<file path="src/rtl/irq_agg_pkg.sv">
package irq_agg_pkg;

    localparam int unsigned REG_W = 32;

    typedef enum logic [1:0] {
        ADDR_STAT = 2'd0,
        ADDR_MASK = 2'd1,
        ADDR_DMA  = 2'd2,
        ADDR_CFG  = 2'd3
    } reg_addr_e;

    // main status summary / periodic positions
    localparam int unsigned SUM_RX_POS   = 31;
    localparam int unsigned SUM_ERR_POS  = 29;
    localparam int unsigned PERIODIC_POS = 28;
    localparam int unsigned SUM_TX_POS   = 27;

    // DMA status positions
    localparam int unsigned DMA_TX0_POS = 0;
    localparam int unsigned DMA_TX1_POS = 1;
    localparam int unsigned DMA_RX0_POS = 16;
    localparam int unsigned DMA_RX1_POS = 17;
    localparam int unsigned DMA_HI_POS  = 30;
    localparam int unsigned DMA_ERR_POS = 31;

    // bits that events may set directly
    localparam logic [REG_W-1:0] MAIN_EVT_BITS = 32'h0700_00CB;
    localparam logic [REG_W-1:0] DMA_EVT_BITS  = 32'hC003_0003;

    localparam logic [15:0] CFG_RESET = 16'h0040;

endpackage

</file>
<file path="src/rtl/irq_tick_gen.sv">
module irq_tick_gen #(
    parameter int unsigned TICK_DIV = 6400
) (
    input  logic clk,
    input  logic rst_n,
    output logic tick
);
    localparam int unsigned CW = (TICK_DIV > 1) ? $clog2(TICK_DIV) : 1;
    localparam logic [CW-1:0] LAST = CW'(TICK_DIV - 1);

    typedef struct packed {
        logic [CW-1:0] cnt;
    } tick_state_t;

    tick_state_t s_d, s_q;

    assign tick = (s_q.cnt == LAST);

    always_comb begin
        s_d = s_q;
        if (tick) s_d.cnt = '0;
        else      s_d.cnt = s_q.cnt + 1'b1;
    end

    always_ff @(posedge clk) begin
        if (!rst_n) s_q <= '0;
        else        s_q <= s_d;
    end
endmodule

</file>
<file path="src/rtl/irq_coal_timer.sv">
module irq_coal_timer #(
    parameter int unsigned DLY_W = 8
) (
    input  logic             clk,
    input  logic             rst_n,
    input  logic             tick,
    input  logic             pending,
    input  logic [DLY_W-1:0] delay,
    output logic             expired
);
    typedef struct packed {
        logic             run;
        logic             exp;
        logic [DLY_W-1:0] cnt;
    } coal_state_t;

    coal_state_t s_d, s_q;

    assign expired = s_q.exp;

    always_comb begin
        s_d = s_q;
        if (!pending) begin
            s_d.run = 1'b0;
            s_d.exp = 1'b0;
            s_d.cnt = '0;
        end else if (s_q.exp) begin
            s_d = s_q;
        end else if (!s_q.run) begin
            if (delay == '0) begin
                s_d.exp = 1'b1;
            end else begin
                s_d.run = 1'b1;
                s_d.cnt = delay;
            end
        end else if (tick) begin
            if (s_q.cnt == DLY_W'(1)) begin
                s_d.exp = 1'b1;
                s_d.run = 1'b0;
            end else begin
                s_d.cnt = s_q.cnt - 1'b1;
            end
        end
    end

    always_ff @(posedge clk) begin
        if (!rst_n) s_q <= '0;
        else        s_q <= s_d;
    end
endmodule

</file>
<file path="src/rtl/irq_periodic.sv">
module irq_periodic #(
    parameter int unsigned PER_W = 8
) (
    input  logic             clk,
    input  logic             rst_n,
    input  logic             tick,
    input  logic [PER_W-1:0] period,
    output logic             fire
);
    typedef struct packed {
        logic [PER_W-1:0] cnt;
    } per_state_t;

    per_state_t s_d, s_q;

    assign fire = tick && (period != '0) && (s_q.cnt >= period - 1'b1);

    always_comb begin
        s_d = s_q;
        if (period == '0)  s_d.cnt = '0;
        else if (fire)     s_d.cnt = '0;
        else if (tick)     s_d.cnt = s_q.cnt + 1'b1;
    end

    always_ff @(posedge clk) begin
        if (!rst_n) s_q <= '0;
        else        s_q <= s_d;
    end
endmodule

</file>
<file path="src/rtl/host_irq_aggregator.sv">
module host_irq_aggregator
    import irq_agg_pkg::*;
#(
    parameter int unsigned TICK_DIV = 6400,
    parameter int unsigned DLY_W    = 8
) (
    input  logic        clk,
    input  logic        rst_n,
    input  logic        reg_wr,
    input  logic [1:0]  reg_addr,
    input  logic [31:0] reg_wdata,
    output logic [31:0] reg_rdata,
    input  logic [31:0] evt_main,
    input  logic [31:0] evt_dma,
    output logic        irq_out
);
    localparam int unsigned CFG_W = 2 * DLY_W;

    typedef struct packed {
        logic [REG_W-1:0] stat;
        logic [REG_W-1:0] mask;
        logic [REG_W-1:0] dma;
        logic [CFG_W-1:0] cfg;
    } agg_state_t;

    agg_state_t s_d, s_q;

    logic             tick;
    logic             per_fire;
    logic             expired;
    logic             pending;
    logic             bypass;
    logic [REG_W-1:0] stat_view;
    logic [REG_W-1:0] per_bit;
    reg_addr_e        addr;

    assign addr = reg_addr_e'(reg_addr);

    irq_tick_gen #(.TICK_DIV(TICK_DIV)) u_tick (
        .clk   (clk),
        .rst_n (rst_n),
        .tick  (tick)
    );

    irq_periodic #(.PER_W(DLY_W)) u_per (
        .clk    (clk),
        .rst_n  (rst_n),
        .tick   (tick),
        .period (s_q.cfg[CFG_W-1:DLY_W]),
        .fire   (per_fire)
    );

    irq_coal_timer #(.DLY_W(DLY_W)) u_coal (
        .clk     (clk),
        .rst_n   (rst_n),
        .tick    (tick),
        .pending (pending),
        .delay   (s_q.cfg[DLY_W-1:0]),
        .expired (expired)
    );

    // fold DMA channel flags into main summary bits
    always_comb begin
        stat_view = s_q.stat;
        stat_view[SUM_RX_POS]  = s_q.dma[DMA_RX0_POS] | s_q.dma[DMA_RX1_POS]
                               | s_q.dma[DMA_HI_POS];
        stat_view[SUM_TX_POS]  = s_q.dma[DMA_TX0_POS] | s_q.dma[DMA_TX1_POS];
        stat_view[SUM_ERR_POS] = s_q.dma[DMA_ERR_POS];
    end

    assign pending = |(stat_view & s_q.mask);
    assign bypass  = s_q.dma[DMA_HI_POS] & s_q.mask[SUM_RX_POS];
    assign irq_out = pending & (expired | bypass);

    always_comb begin
        per_bit = '0;
        per_bit[PERIODIC_POS] = per_fire;
    end

    always_comb begin
        s_d = s_q;
        s_d.stat = (s_q.stat & ~((reg_wr && addr == ADDR_STAT) ? reg_wdata : '0))
                 | (evt_main & MAIN_EVT_BITS) | per_bit;
        s_d.dma  = (s_q.dma & ~((reg_wr && addr == ADDR_DMA) ? reg_wdata : '0))
                 | (evt_dma & DMA_EVT_BITS);
        if (reg_wr && addr == ADDR_MASK) s_d.mask = reg_wdata;
        if (reg_wr && addr == ADDR_CFG)  s_d.cfg  = reg_wdata[CFG_W-1:0];
    end

    always_comb begin
        unique case (addr)
            ADDR_STAT: reg_rdata = stat_view;
            ADDR_MASK: reg_rdata = s_q.mask;
            ADDR_DMA:  reg_rdata = s_q.dma;
            default:   reg_rdata = {{(REG_W-CFG_W){1'b0}}, s_q.cfg};
        endcase
    end

    always_ff @(posedge clk) begin
        if (!rst_n) begin
            s_q.stat <= '0;
            s_q.mask <= '0;
            s_q.dma  <= '0;
            s_q.cfg  <= CFG_RESET[CFG_W-1:0];
        end else begin
            s_q <= s_d;
        end
    end
endmodule

</file>
<file path="config.mk">
export PLATFORM = sky130hd
export DESIGN_NAME = host_irq_aggregator
export DESIGN_NICKNAME = d
export VERILOG_FILES = /design/src/rtl/irq_agg_pkg.sv /design/src/rtl/irq_tick_gen.sv /design/src/rtl/irq_coal_timer.sv /design/src/rtl/irq_periodic.sv /design/src/rtl/host_irq_aggregator.sv
export SDC_FILE = /design/constraint.sdc
export NUM_CORES = 1
export LEC_CHECK = 0
export ABC_AREA = 1
export BUFFER_PORTS_ARGS = -buffer_cell sky130_fd_sc_hd__buf_2
export CAP_MARGIN = 20
export CELL_PAD_IN_SITES_DETAIL_PLACEMENT = 1
export CELL_PAD_IN_SITES_GLOBAL_PLACEMENT = 1
export CORE_ASPECT_RATIO = 0.7
export CORE_UTILIZATION = 42
export CTS_CLUSTER_SIZE = 30
export DETAILED_ROUTE_END_ITERATION = 16
export GPL_ROUTABILITY_DRIVEN = 0
export PLACE_DENSITY = 0.9
export RECOVER_POWER = 100
export SETUP_SLACK_MARGIN = 0.1
export SYNTH_ARGS = -nofsm -noshare
export SYNTH_HDL_FRONTEND = slang
export SYNTH_SLANG_ARGS = --single-unit
</file>
<file path="constraint.sdc">
create_clock -name clk -period 5.9 [get_ports clk]
set_clock_uncertainty 0.05 [all_clocks]
set_input_delay 0.295 -clock clk [delete_from_list [all_inputs] [get_ports clk]]
set_output_delay 0.295 -clock clk [all_outputs]
set_load 0.02 [all_outputs]
</file>
==> results.md <==
* Design area at 7730 µm²
* Hold Buf Count CTS at 0
* TritonCTS clock tree: yes
* # diodes at 0
* Die Span Y at around 110 µm
* Critical Path AT at 4.20 ns
* DRT iter0 DRCs at 402
* Number of gates resized after cts at 0
* Worst r2r dst: u_per.s_q[0]
* DR WL met3 at 1.07 mm
* Htree depth at 4
* Port bufs at 83
* Worst-Margin Slew at 2.45 ns
* Nets at 1158
* Crit-path cells: clkbuf_1 -> nor2_1 -> clkbuf_1 -> inv_1 -> nor2_1 -> clkbuf_1 -> nand2_1 -> a21oi_1 -> nor2_1
* Die area at 16500 µm²
* # Post-CTS Setup Buffers at 0
* Met2 wire length at roughly 10 mm
* Endpoint class of the critical path: flip-flop
* Switching pwr at 0.645 mW
* YS warnings at 0
* Slowest CP cell: clkbuf_1
* Setup Total Neg Slack at 0 ns
* Seq/Total Area, Yosys at 41.9%
* Post-synthesis area per instance at 6.89 µm²
* Antenna viol nets, final at 0
* Antenna violations before repair at 0
* Post-Route M1 WL at 9.81 mm
* Worst hold path startpoint: evt_main[24]
* Dpl cell area at 7250 µm²
* CP top delay family: buffers and inverters
* Sw frac at 27.3%
* Overflow after GRT at 0
* Placed Cells incl. Taps at 1224
* Internal Power at 1.71 mW
* Inserted Clock Buffers at 17
* CORE AREA at approximately 16000 µm²
* Max Slew Vio Count at 71
* Power Density at 305 nW/µm²
* Later-pin clock latency in the skew report at 0.43 ns
* Highest clock rate at 253 MHz
* Logic gate share of total power at 10.4%
* # clock sinks at 140
* First-pass GRT wire length at 34.5 mm
* Max Used Layer: met4
* Worst hold path endpoint: s_q[104]
* Worst hold path depth at 3
* Worst vdd ir at roughly 0.00017 V
* Final worst path period share at 66.9%
* Setup slack, reg-to-reg at 2.97 ns
* Reg-to-reg startpoint: u_tick.s_q[0]
* Fin cells at about 1300
* GRT Util Overall at 26.9%
* Routed WL per cell at 17.1 µm
* Status: finished, violations left
* CTS Buffer Depth at 2
* Slew margin rel. at -63.9%
* Number of global-route vias before repair at between 6000 and 7000
* Cell variety after synth at 29
* Post-Syn Nets at 1087
* RSZ-0062 raised after global routing: false
* Die X at around 150 µm
* Post-Synthesis Cell Area at between 6000 and 7000 µm²
* # rows at 38
* Final WL at 21.5 mm
* CTS clk-pin slew, worst paths at 0.07 ns
* CP Class: in2reg
* Final Hold Fails at 0
* Worst EP required at between 6 and 7 ns
* Max-cap viol count at 2
* P_leak at between 3 and 4 nW
* Mapped Cells at 972
* CP Buf/Inv Count at 4
* Final setup vio count at 0
* Clock share of power at 47.3%
* Ports at approximately 130
* Root Driver: clkbuf_16
* Largest net degree at the start of global routing at 100
* Fraction of layout cells with a size suffix above 1 at 7.96%
* Violated checks: max-capacitance violations, max-slew violations
* Yosys reg bits at 140
* Sequential share of power at 42.3%
* Vias per inst at 5.34
* Setup crit start kind: input port
* DRC violations left at 0
* DP Wirelength at 14.1 mm
* Fin crit period at 3.95 ns
* Drt pass-1 iters at 5
* Initial core utilization at 43.0%
* Total power at 2.36 mW
* Max stage delay on crit path at 1.10 ns
* DR vias at 6702
* Hold Path Class: in2reg
* Layout area overhead at 15.5%
* Worst-path fanout max at 23
* Worst r2r path cells at 8
-- registers in the layout, summed over array words and instances, names as in the netlist --
| signal | cells |
|---|---|
| u_coal.s_q | 9 |
| u_tick.s_q | 13 |
| u_per.s_q | 8 |
| s_q | 109 |
| u_coal.expired | 1 |
-- cells in the mapped netlist, drive strengths merged --
cell type	count	share of area (%)
nor2	96	5.8
nor3	4	0.30
inv	168	9.4
a221oi	14	1.8
ha	14	2.6
nand3	76	5.7
nand4	4	0.37
buf	13	1.2
a31o	1	0.13
o221ai	6	0.79
o21a	1	0.11
a211oi	1	0.11
clkinv	2	0.11
nor3b	1	0.11
clkbuf	24	1.3
o21ai	76	5.7
dfxtp	140	42
nand2	216	12
xor2	14	1.8
o211ai	14	1.6
or2	2	0.19
a21oi	81	6.1
xnor2	4	0.52
-- worst register-to-register path, cell delays in order, from the launching register on --
cell     delay [ns]
dfxtp_1        0.35
ha_1           0.18
nand2_1        0.07
nor2_1         0.17
nand2_1        0.13
nor2_1         0.98
nand3_1        0.42
nand2_1        0.39
nor2_1         0.09
-- cells by family (layout without fill, tap and decap cells) --
| kind of cell | count (synthesis) | in the layout | share of synthesized area (%) |
|---|---|---|---|
| AND/OR/NAND/NOR | 399 | 399 | 24.8 |
| AO/OA/AOI/OAI | 194 | 194 | 16.3 |
| XOR/XNOR | 18 | 18 | 2.36 |
| flip-flops | 140 | 140 | 41.9 |
| buffers and inverters | 207 | 290 | 12.0 |
| adder cells (fa/ha/maj) | 14 | 14 | 2.62 |
-- how the worst max path moves through the flow --
| stage | to | depth (start not counted) | slack (ns) | start |
|---|---|---|---|---|
| finish | s_q[105] | 9 | 1.95 | reg_addr[0] |
| global route | s_q[105] | 9 | 1.78 | reg_addr[0] |
| CTS | u_per.s_q[0] | 13 | 3.23 | s_q[8] |
| detailed placement | u_per.s_q[0] | 6 | 3.07 | rst_n |
| global placement | u_per.s_q[4] | 6 | 3.14 | rst_n |
| floorplan | u_per.s_q[0] | 13 | 3.89 | s_q[8] |
-- layer usage --
| metal | GRT usage [%] | vias up |
|---|---|---|
| li1 | - | 3231 |
| met1 | 34.1 | 3250 |
| met2 | 45.3 | 186 |
| met3 | 5.43 | 35 |
| met4 | 10.0 | 0 |
| met5 | 0 | - |
-- power groups by stage --
| stage | Combinational, mW | Clock (mW) | Sequential, mW |
|---|---|---|---|
| final | 0.244 | 1.12 | 0.999 |
| after global routing | 0.269 | 1.17 | 1.00 |
| after CTS | 0.249 | 1.12 | 0.998 |
| after detailed placement | 0.241 | 0 | 1.02 |
| after global placement | 0.232 | 0 | 1.02 |
| after floorplan | 0.160 | 0 | 1.01 |
-- metrics by stage --
stage               util [%]  worst slack, ns  hold slack [ns]
floorplan                  -             3.89            0.362
global placement        46.6             3.14            0.379
detailed placement      46.6             3.07            0.393
CTS                     50.4             3.23           0.0165
global route            49.7             1.78           0.0299
finish                  49.7             1.95           0.0221
-- layout by cell type, fill, tap and decap left out, types with 14 or more instances in the layout --
cell | netlist | layout
a21oi_1 | 81 | 81
a221oi_1 | 14 | 14
buf_2 | 11 | 49
clkbuf_1 | 24 | 40
clkbuf_16 | 0 | 17
dfxtp_1 | 140 | 140
ha_1 | 14 | 14
inv_1 | 163 | 167
nand2_1 | 211 | 216
nand3_1 | 76 | 76
nor2_1 | 91 | 96
o211ai_1 | 14 | 14
o21ai_0 | 76 | 76
xor2_1 | 14 | 14
-- cell type report --
cell class	instances	area (µm²)
Tap cell	200	250
Sequential cell	140	2800
Fill cell	2067	7820
Clock inverter	12	164
Inverter	170	638
Timing Repair Buffer	89	403
Clock buffer	19	433
Multi-Input combinational cell	625	3040
No activity file was read; power rests on OpenSTA's default activity.
